File: src/rtl/rs485tx_pkg.sv
package rs485tx_pkg;

  typedef enum logic [1:0] {
    ST_IDLE  = 2'd0,
    ST_LEAD  = 2'd1,
    ST_SHIFT = 2'd2,
    ST_TAIL  = 2'd3
  } tx_state_t;

  // data bit count for a word-length code
  function automatic logic [3:0] data_bits(input logic [1:0] code);
    case (code)
      2'b01:   data_bits = 4'd9;
      2'b10:   data_bits = 4'd7;
      default: data_bits = 4'd8;
    endcase
  endfunction

endpackage

File: src/rtl/rs485tx_cfg.sv
module rs485tx_cfg #(
  parameter int GUARD_W = 5
) (
  input  logic               clk,
  input  logic               rst_n,
  input  logic               en,
  input  logic               we,
  input  logic [1:0]         len_in,
  input  logic [GUARD_W-1:0] lead_in,
  input  logic [GUARD_W-1:0] tail_in,
  output logic [1:0]         len,
  output logic [GUARD_W-1:0] lead,
  output logic [GUARD_W-1:0] tail
);

  always_ff @(posedge clk) begin
    if (!rst_n) begin
      len  <= '0;
      lead <= '0;
      tail <= '0;
    end else if (we && !en) begin
      len  <= len_in;
      lead <= lead_in;
      tail <= tail_in;
    end
  end

  // settings frozen while enabled
  a_r9_cfg_frozen: assert property (@(posedge clk) disable iff (!rst_n)
    en |=> ($stable(len) && $stable(lead) && $stable(tail)));

endmodule

File: src/rtl/rs485tx_hold.sv
module rs485tx_hold #(
  parameter int DATA_W = 9
) (
  input  logic              clk,
  input  logic              rst_n,
  input  logic              en,
  input  logic              in_valid,
  input  logic [DATA_W-1:0] in_data,
  output logic              in_ready,
  input  logic              take,
  output logic              full,
  output logic [DATA_W-1:0] data
);

  assign in_ready = en && !full;

  always_ff @(posedge clk) begin
    if (!rst_n) begin
      full <= 1'b0;
      data <= '0;
    end else if (!en) begin
      full <= 1'b0;
    end else if (in_valid && in_ready) begin
      full <= 1'b1;
      data <= in_data;
    end else if (take) begin
      full <= 1'b0;
    end
  end

  // a waiting word is kept intact until taken
  a_r11_hold_keeps: assert property (@(posedge clk) disable iff (!rst_n)
    (full && !take && en) |=> (full && $stable(data)));

  // the controller never takes from an empty slot
  a_r11_take_full: assert property (@(posedge clk) disable iff (!rst_n)
    take |-> full);

endmodule

File: src/rtl/rs485tx_shift.sv
module rs485tx_shift #(
  parameter int DATA_W    = 9,
  parameter int STOP_BITS = 1
) (
  input  logic              clk,
  input  logic              rst_n,
  input  logic              load,
  input  logic [3:0]        nbits,
  input  logic [DATA_W-1:0] ld_data,
  input  logic              adv,
  output logic              txd_bit,
  output logic              frame_end
);

  localparam int FRAME_W = 1 + DATA_W + STOP_BITS;
  localparam int PW      = $clog2(FRAME_W + 1);

  logic [FRAME_W-1:0] sh;
  logic [FRAME_W-1:0] frm;
  logic [FRAME_W-2:0] dpad;
  logic [PW-1:0]      pos;
  logic [PW-1:0]      flen;

  assign dpad = {{(FRAME_W - 1 - DATA_W){1'b1}}, ld_data};

  always_comb begin
    frm[0] = 1'b0;
    for (int i = 1; i < FRAME_W; i++) begin
      frm[i] = (i <= int'(nbits)) ? dpad[i-1] : 1'b1;
    end
  end

  assign txd_bit   = sh[0];
  assign frame_end = adv && (pos == flen - PW'(1));

  always_ff @(posedge clk) begin
    if (!rst_n) begin
      sh   <= '1;
      pos  <= '0;
      flen <= '0;
    end else if (load) begin
      sh   <= frm;
      pos  <= '0;
      flen <= PW'(nbits) + PW'(1 + STOP_BITS);
    end else if (adv) begin
      sh   <= {1'b1, sh[FRAME_W-1:1]};
      pos  <= pos + PW'(1);
    end
  end

  // a bit stays put between ticks
  a_r2_bit_hold: assert property (@(posedge clk) disable iff (!rst_n)
    (!load && !adv) |=> $stable(sh));

  // every loaded frame opens with a low start bit
  a_r2_start_low: assert property (@(posedge clk) disable iff (!rst_n)
    load |=> !txd_bit);

endmodule

File: src/rtl/rs485tx_ctrl.sv
module rs485tx_ctrl
  import rs485tx_pkg::*;
#(
  parameter int GUARD_W = 5
) (
  input  logic               clk,
  input  logic               rst_n,
  input  logic               en,
  input  logic               pending,
  input  logic [GUARD_W-1:0] lead,
  input  logic [GUARD_W-1:0] tail,
  input  logic               tick,
  input  logic               frame_end,
  output logic               take,
  output logic               adv,
  output logic               active,
  output logic               shifting,
  output logic               done
);

  tx_state_t          st, st_n;
  logic [GUARD_W-1:0] cnt, cnt_n;
  logic               done_n;

  assign active   = (st != ST_IDLE);
  assign shifting = (st == ST_SHIFT);
  assign adv      = tick && shifting;

  always_comb begin
    st_n   = st;
    cnt_n  = cnt;
    take   = 1'b0;
    done_n = 1'b0;
    unique case (st)
      ST_IDLE: begin
        if (pending) begin
          if (lead == '0) begin
            take = 1'b1;
            st_n = ST_SHIFT;
          end else begin
            st_n  = ST_LEAD;
            cnt_n = lead;
          end
        end
      end
      ST_LEAD: begin
        if (cnt <= GUARD_W'(1)) begin
          take = 1'b1;
          st_n = ST_SHIFT;
        end else begin
          cnt_n = cnt - GUARD_W'(1);
        end
      end
      ST_SHIFT: begin
        if (frame_end) begin
          if (pending) begin
            take = 1'b1;
          end else if (tail == '0) begin
            st_n   = ST_IDLE;
            done_n = 1'b1;
          end else begin
            st_n  = ST_TAIL;
            cnt_n = tail;
          end
        end
      end
      ST_TAIL: begin
        if (cnt <= GUARD_W'(1)) begin
          if (pending) begin
            if (lead == '0) begin
              take = 1'b1;
              st_n = ST_SHIFT;
            end else begin
              st_n  = ST_LEAD;
              cnt_n = lead;
            end
          end else begin
            st_n   = ST_IDLE;
            done_n = 1'b1;
          end
        end else begin
          cnt_n = cnt - GUARD_W'(1);
        end
      end
    endcase
    if (!en) begin
      st_n   = ST_IDLE;
      cnt_n  = '0;
      take   = 1'b0;
      done_n = 1'b0;
    end
  end

  always_ff @(posedge clk) begin
    if (!rst_n) begin
      st   <= ST_IDLE;
      cnt  <= '0;
      done <= 1'b0;
    end else begin
      st   <= st_n;
      cnt  <= cnt_n;
      done <= done_n;
    end
  end

  // disabling returns the sequencer to idle
  a_r10_idle_when_off: assert property (@(posedge clk) disable iff (!rst_n)
    !en |=> (st == ST_IDLE));

  // completion is a single-cycle pulse
  a_r8_done_pulse: assert property (@(posedge clk) disable iff (!rst_n)
    done |=> !done);

  // completion only right after leaving an active state
  a_r8_done_after_active: assert property (@(posedge clk) disable iff (!rst_n)
    done |-> ((st == ST_IDLE) && ($past(st) != ST_IDLE)));

  // lead counter stays inside the programmed window
  a_r4_lead_window: assert property (@(posedge clk) disable iff (!rst_n)
    (st == ST_LEAD) |-> ((cnt != '0) && (cnt <= lead)));

  // a queued word follows the stop bit without leaving shift
  a_r7_chain: assert property (@(posedge clk) disable iff (!rst_n)
    (en && shifting && frame_end && pending) |=> (st == ST_SHIFT));

  // the trailing window is never cut short
  a_r6_tail_runs: assert property (@(posedge clk) disable iff (!rst_n)
    (en && (st == ST_TAIL) && (cnt > GUARD_W'(1))) |=> (st == ST_TAIL));

endmodule

File: src/rtl/rs485_frame_tx.sv
module rs485_frame_tx
  import rs485tx_pkg::*;
#(
  parameter int DATA_W    = 9,
  parameter int GUARD_W   = 5,
  parameter int STOP_BITS = 1
) (
  input  logic               clk,
  input  logic               rst_n,
  input  logic               en,
  input  logic               cfg_we,
  input  logic [1:0]         cfg_len,
  input  logic [GUARD_W-1:0] cfg_lead,
  input  logic [GUARD_W-1:0] cfg_tail,
  input  logic               bit_tick,
  input  logic               s_valid,
  input  logic [DATA_W-1:0]  s_data,
  output logic               s_ready,
  output logic               txd,
  output logic               de,
  output logic               busy,
  output logic               tx_done
);

  logic [1:0]         len_q;
  logic [GUARD_W-1:0] lead_q, tail_q;
  logic               full, take, adv, active, shifting, frame_end, txd_bit;
  logic [DATA_W-1:0]  held;

  rs485tx_cfg #(.GUARD_W(GUARD_W)) u_cfg (
    .clk(clk), .rst_n(rst_n), .en(en), .we(cfg_we),
    .len_in(cfg_len), .lead_in(cfg_lead), .tail_in(cfg_tail),
    .len(len_q), .lead(lead_q), .tail(tail_q)
  );

  rs485tx_hold #(.DATA_W(DATA_W)) u_hold (
    .clk(clk), .rst_n(rst_n), .en(en),
    .in_valid(s_valid), .in_data(s_data), .in_ready(s_ready),
    .take(take), .full(full), .data(held)
  );

  rs485tx_ctrl #(.GUARD_W(GUARD_W)) u_ctrl (
    .clk(clk), .rst_n(rst_n), .en(en), .pending(full),
    .lead(lead_q), .tail(tail_q), .tick(bit_tick), .frame_end(frame_end),
    .take(take), .adv(adv), .active(active), .shifting(shifting), .done(tx_done)
  );

  rs485tx_shift #(.DATA_W(DATA_W), .STOP_BITS(STOP_BITS)) u_shift (
    .clk(clk), .rst_n(rst_n), .load(take), .nbits(data_bits(len_q)),
    .ld_data(held), .adv(adv), .txd_bit(txd_bit), .frame_end(frame_end)
  );

  assign txd  = (en && shifting) ? txd_bit : 1'b1;
  assign de   = en && active;
  assign busy = en && (active || full);

endmodule

File: config.mk
export PLATFORM = sky130hd
export DESIGN_NAME = rs485_frame_tx
export DESIGN_NICKNAME = d
export VERILOG_FILES = /design/src/rtl/rs485tx_pkg.sv /design/src/rtl/rs485tx_cfg.sv /design/src/rtl/rs485tx_hold.sv /design/src/rtl/rs485tx_shift.sv /design/src/rtl/rs485tx_ctrl.sv /design/src/rtl/rs485_frame_tx.sv
export SDC_FILE = /design/constraint.sdc
export NUM_CORES = 1
export LEC_CHECK = 0
export ABC_AREA = 0
export BUFFER_PORTS_ARGS = -buffer_cell sky130_fd_sc_hd__buf_4
export CAP_MARGIN = 20
export CORE_AREA = 4 4 87 89
export CTS_BUF_LIST = sky130_fd_sc_hd__clkbuf_16
export CTS_CLUSTER_DIAMETER = 50
export DETAILED_ROUTE_END_ITERATION = 8
export DIE_AREA = 0 0 91 93
export PLACE_DENSITY_LB_ADDON = 0.12
export SLEW_MARGIN = 40
export SYNTH_ARGS = -nofsm -noshare
export SYNTH_HDL_FRONTEND = slang
export SYNTH_SLANG_ARGS = --single-unit
File: constraint.sdc
create_clock -name clk -period 1.7 [get_ports clk]
set_input_delay 0.255 -clock clk [delete_from_list [all_inputs] [get_ports clk]]
set_output_delay 0.255 -clock clk [all_outputs]
set_load 0.02 [all_outputs]
==> results.md <==
* Total Routing Usage GR at 16.8%
* Inserted Clock Buffers at 5
* CTS max path bufs at 2
* Setup CP Type: reg -> reg
* Failing checks: negative setup slack
* Antenna cells at 0
* Worst hold-check path type: in -> reg
* WL final at ~7000 µm
* Syn nets at roughly 360
* Endpoints failing hold at 0
* Synthesis-stage register bit count at 47
* Via count at between 2000 and 3000
* Launching element type of the critical path: flop
* Top Family by Delay on Critical Path: compound AO/OA/AOI/OAI gates
* Worst r2r dst: u_ctrl.cnt[2]
* Top cells by area, synth: dfxtp_1 (34%), nand2_1 (7.3%), mux2i_1 (4.3%)
* Number of I/O pins at 32
* P_leak at between 0.001 and 0.0015 µW
* Sequential-to-total area share from yosys stat at around a third
* Worst-path clk slew at around 70 ps
* Via density at around 5.5
* Top cells by count, synth: nand2_1 (54), dfxtp_1 (47), inv_1 (20), a21oi_1 (18)
* Crit path cell chain: inv_2 > buf_4 > buf_4 > ha_1 > xor2_1 > a211oi_1 > a211oi_1 > nand2b_1 > o211ai_1
* Initial antenna violation count at 0
* Power after layout at about 2800 µW
* Slack of the critical path at -37.5 ps
* Total gr overflow at 0
* Die area at around 0.0085 mm²
* Slew margin rel. at roughly 70%
* Layout cells sized above 1 at about a third
* Placer Congestion at 0.861
* Synth warnings at 0
* Initial Util at between 40% and 50%
* Tmin final at approximately 1700 ps
* PortBufs at 31
* Drt wl/cell at about 15 µm
* Worst Clk Skew at 4.63 ps
* Cell Pwr Density at between 700 and 800 mW/mm²
* Fmax achieved at between 0.5 and 0.6 GHz
* Synth async-reset ratio at 0%
* Worst hold endpoint: u_cfg.tail[4]
* Core box area at between 0.006 and 0.007 mm²
* RSZ-0062 raised after global routing: yes
* Syn avg cell area at approximately 8.6 µm²
* Hold Path Stages at 3
* # clock sinks at between 40 and 50
* Die Ht at between 90 and 100 µm
* Antenna viol nets, final at 0
* Placed cells at approximately 450
* Clk_lat worst skew at between 200 and 300 ps
* 1st-iter DRT viols at 156
* P&R area growth vs syn at 32.0%
* Post-synth EDFFs at 0
* Pre-CTS WS at -107 ps
* R2R setup slack at -40 ps
* R2R cell count at 9
* Detailed-route DRC error count at 0
* Post-synth top flop: dfxtp_1
* Fillers at approximately 650
* Synth Cell Area at roughly 0.0028 mm²
* Max stage delay cell, worst path: dfxtp_4
* Area fraction of the dominant cell type after synthesis at roughly a third
* Arr. time, crit path at slightly below 2000 ps
* Layout Cells excl Fill at approximately 460
* CTS root buffer: clkbuf_16
* Pin count of the biggest net entering global routing at 40
* H-Tree Level Count at 2
* Fin crit share at 102%
* Worst Tran Pin Value at about 450 ps
* Worst path required time at 1910 ps
* Final setup fails at 7
* Yosys cell types at between 60 and 70
* Fin. max-slew vios at 0
* CTS tree: done
* FF-to-FF Start: u_ctrl.cnt[1]
* Maximum VDD drop at ~0.00036 V
* Worst path max stage delay at ~340 ps
* Detail Placement HPWL at 5120 µm
* Vias in the first global route at between 2000 and 2500
* Hold path startpoint: cfg_tail[4]
* Final design utilization at between 50% and 60%
* Die W at 91 µm
* Row count at 30
* Area leader, netlist: dfxtp_1
* Hold_buf cts at 0
* CP Capture Type: flop
* Gate Count Post-Synth at approximately 320
* CP bufs+invs at 3
* Status: complete, but fails checks
* First-pass GRT wire length at 11700 µm
* Most frequent cell after synthesis: nand2_1
* Total iterations of the first detailed-routing run at 5
* NumNets Final at ~420
* Max cap viols at 0
* Crit path max fanout at 3
[worst register-to-register path: cells and delay by family (launching register included)]
kind | cells | cell delay [ps]
AO/OA/AOI/OAI | 3 | 570
XOR/XNOR | 1 | 160
adder cells (fa/ha/maj) | 1 | 210
buffers and inverters | 3 | 280
flip-flops | 1 | 340
AND/OR/NAND/NOR | 1 | 90
[placed cells by master (no fill, tap or decap), types with 5 or more instances in the layout]
| cell type | Yosys | routed |
|---|---|---|
| buf_4 | 2 | 67 |
| nand2_1 | 54 | 54 |
| dfxtp_1 | 47 | 41 |
| inv_1 | 20 | 17 |
| a21oi_1 | 18 | 15 |
| nand3_1 | 13 | 12 |
| mux2i_1 | 12 | 12 |
| a21boi_0 | 13 | 12 |
| o21ai_0 | 10 | 8 |
| a31oi_1 | 7 | 7 |
| a211oi_1 | 6 | 6 |
| buf_6 | 5 | 6 |
| nor2_1 | 6 | 5 |
| a21oi_2 | 2 | 5 |
| ha_1 | 7 | 5 |
| clkbuf_16 | 0 | 5 |
[worst max-delay path by stage]
stage,startpoint,endpoint,slack [ps],cells past startpoint
after global routing,u_ctrl.cnt[1],u_shift.sh[9],-100,7
after global placement,u_ctrl.st[1],u_ctrl.cnt[0],-70,5
after CTS,u_shift.flen[1],u_ctrl.cnt[1],-30,7
after floorplan,u_shift.flen[0],u_shift.sh[9],-30,7
after detailed placement,u_shift.flen[1],u_shift.sh[9],-110,7
final,u_ctrl.cnt[1],u_ctrl.cnt[2],-40,9
[cells by family (layout without fill, tap and decap cells)]
group,after synthesis,count (layout),synth area share [%]
adders and majority gates,7,7,3.14
xor gates and xnor gates,9,9,2.82
AOI/OAI and AO/OA,94,94,26.1
DFF,47,47,33.7
and+or+nand+nor,109,109,21.1
muxes,15,15,5.60
buffers and inverters,43,102,7.57
[metal layers]
layer	share of wire (%)	wire [µm]	GRT usage (%)	vias up
met4	1.1	74	4.77	0
met2	43	2920	25.5	77
met1	50	3450	23.8	1172
met3	5.8	394	3.54	7
li1	-	-	-	1278
met5	0	0	0	-
[state kept, by name (all words and copies together) (netlist names)]
register      count
u_shift.pos       4
u_ctrl.st         2
u_shift.flen      3
u_shift.sh       10
u_ctrl.done       1
u_hold.full       1
u_cfg.len         2
u_ctrl.cnt        5
u_cfg.tail        5
u_cfg.lead        5
u_hold.data       9
[layout make-up]
class	instances	area, µm²	share of cell area, %
clock buffers	5	125	3.39
flip-flops and latches	47	953	25.9
repair buffers	74	591	16.0
inverters	20	75.1	2.04
clock inverters	3	71.3	1.93
well taps	80	100	2.72
multi-input cells	234	1770	48.0
[through the flow]
step / hold slack (ps) / setup TNS, ps / area [µm²]
finish: 208 / -95.3 / 3690
global route: 220 / -1090 / 3690
CTS: 203 / -89.3 / 3600
detailed placement: 446 / -923 / 3320
global placement: 442 / -725 / 3320
floorplan: 391 / -25.1 / 2820
[report_power, final]
group	switching [µW]	internal [µW]	total, µW	leakage [µW]
logic	181	163	344	0.000899
clock network	437	853	1290	0.0000959
registers	29.4	1130	1160	0.000386
[what timing repair did]
item	4_1_cts	5_1_grt
gates resized for setup	16	16
endpoints found under the setup margin	26	28
setup buffers	3	1
pin swaps	8	5
(Power assumes the default switching activity.)
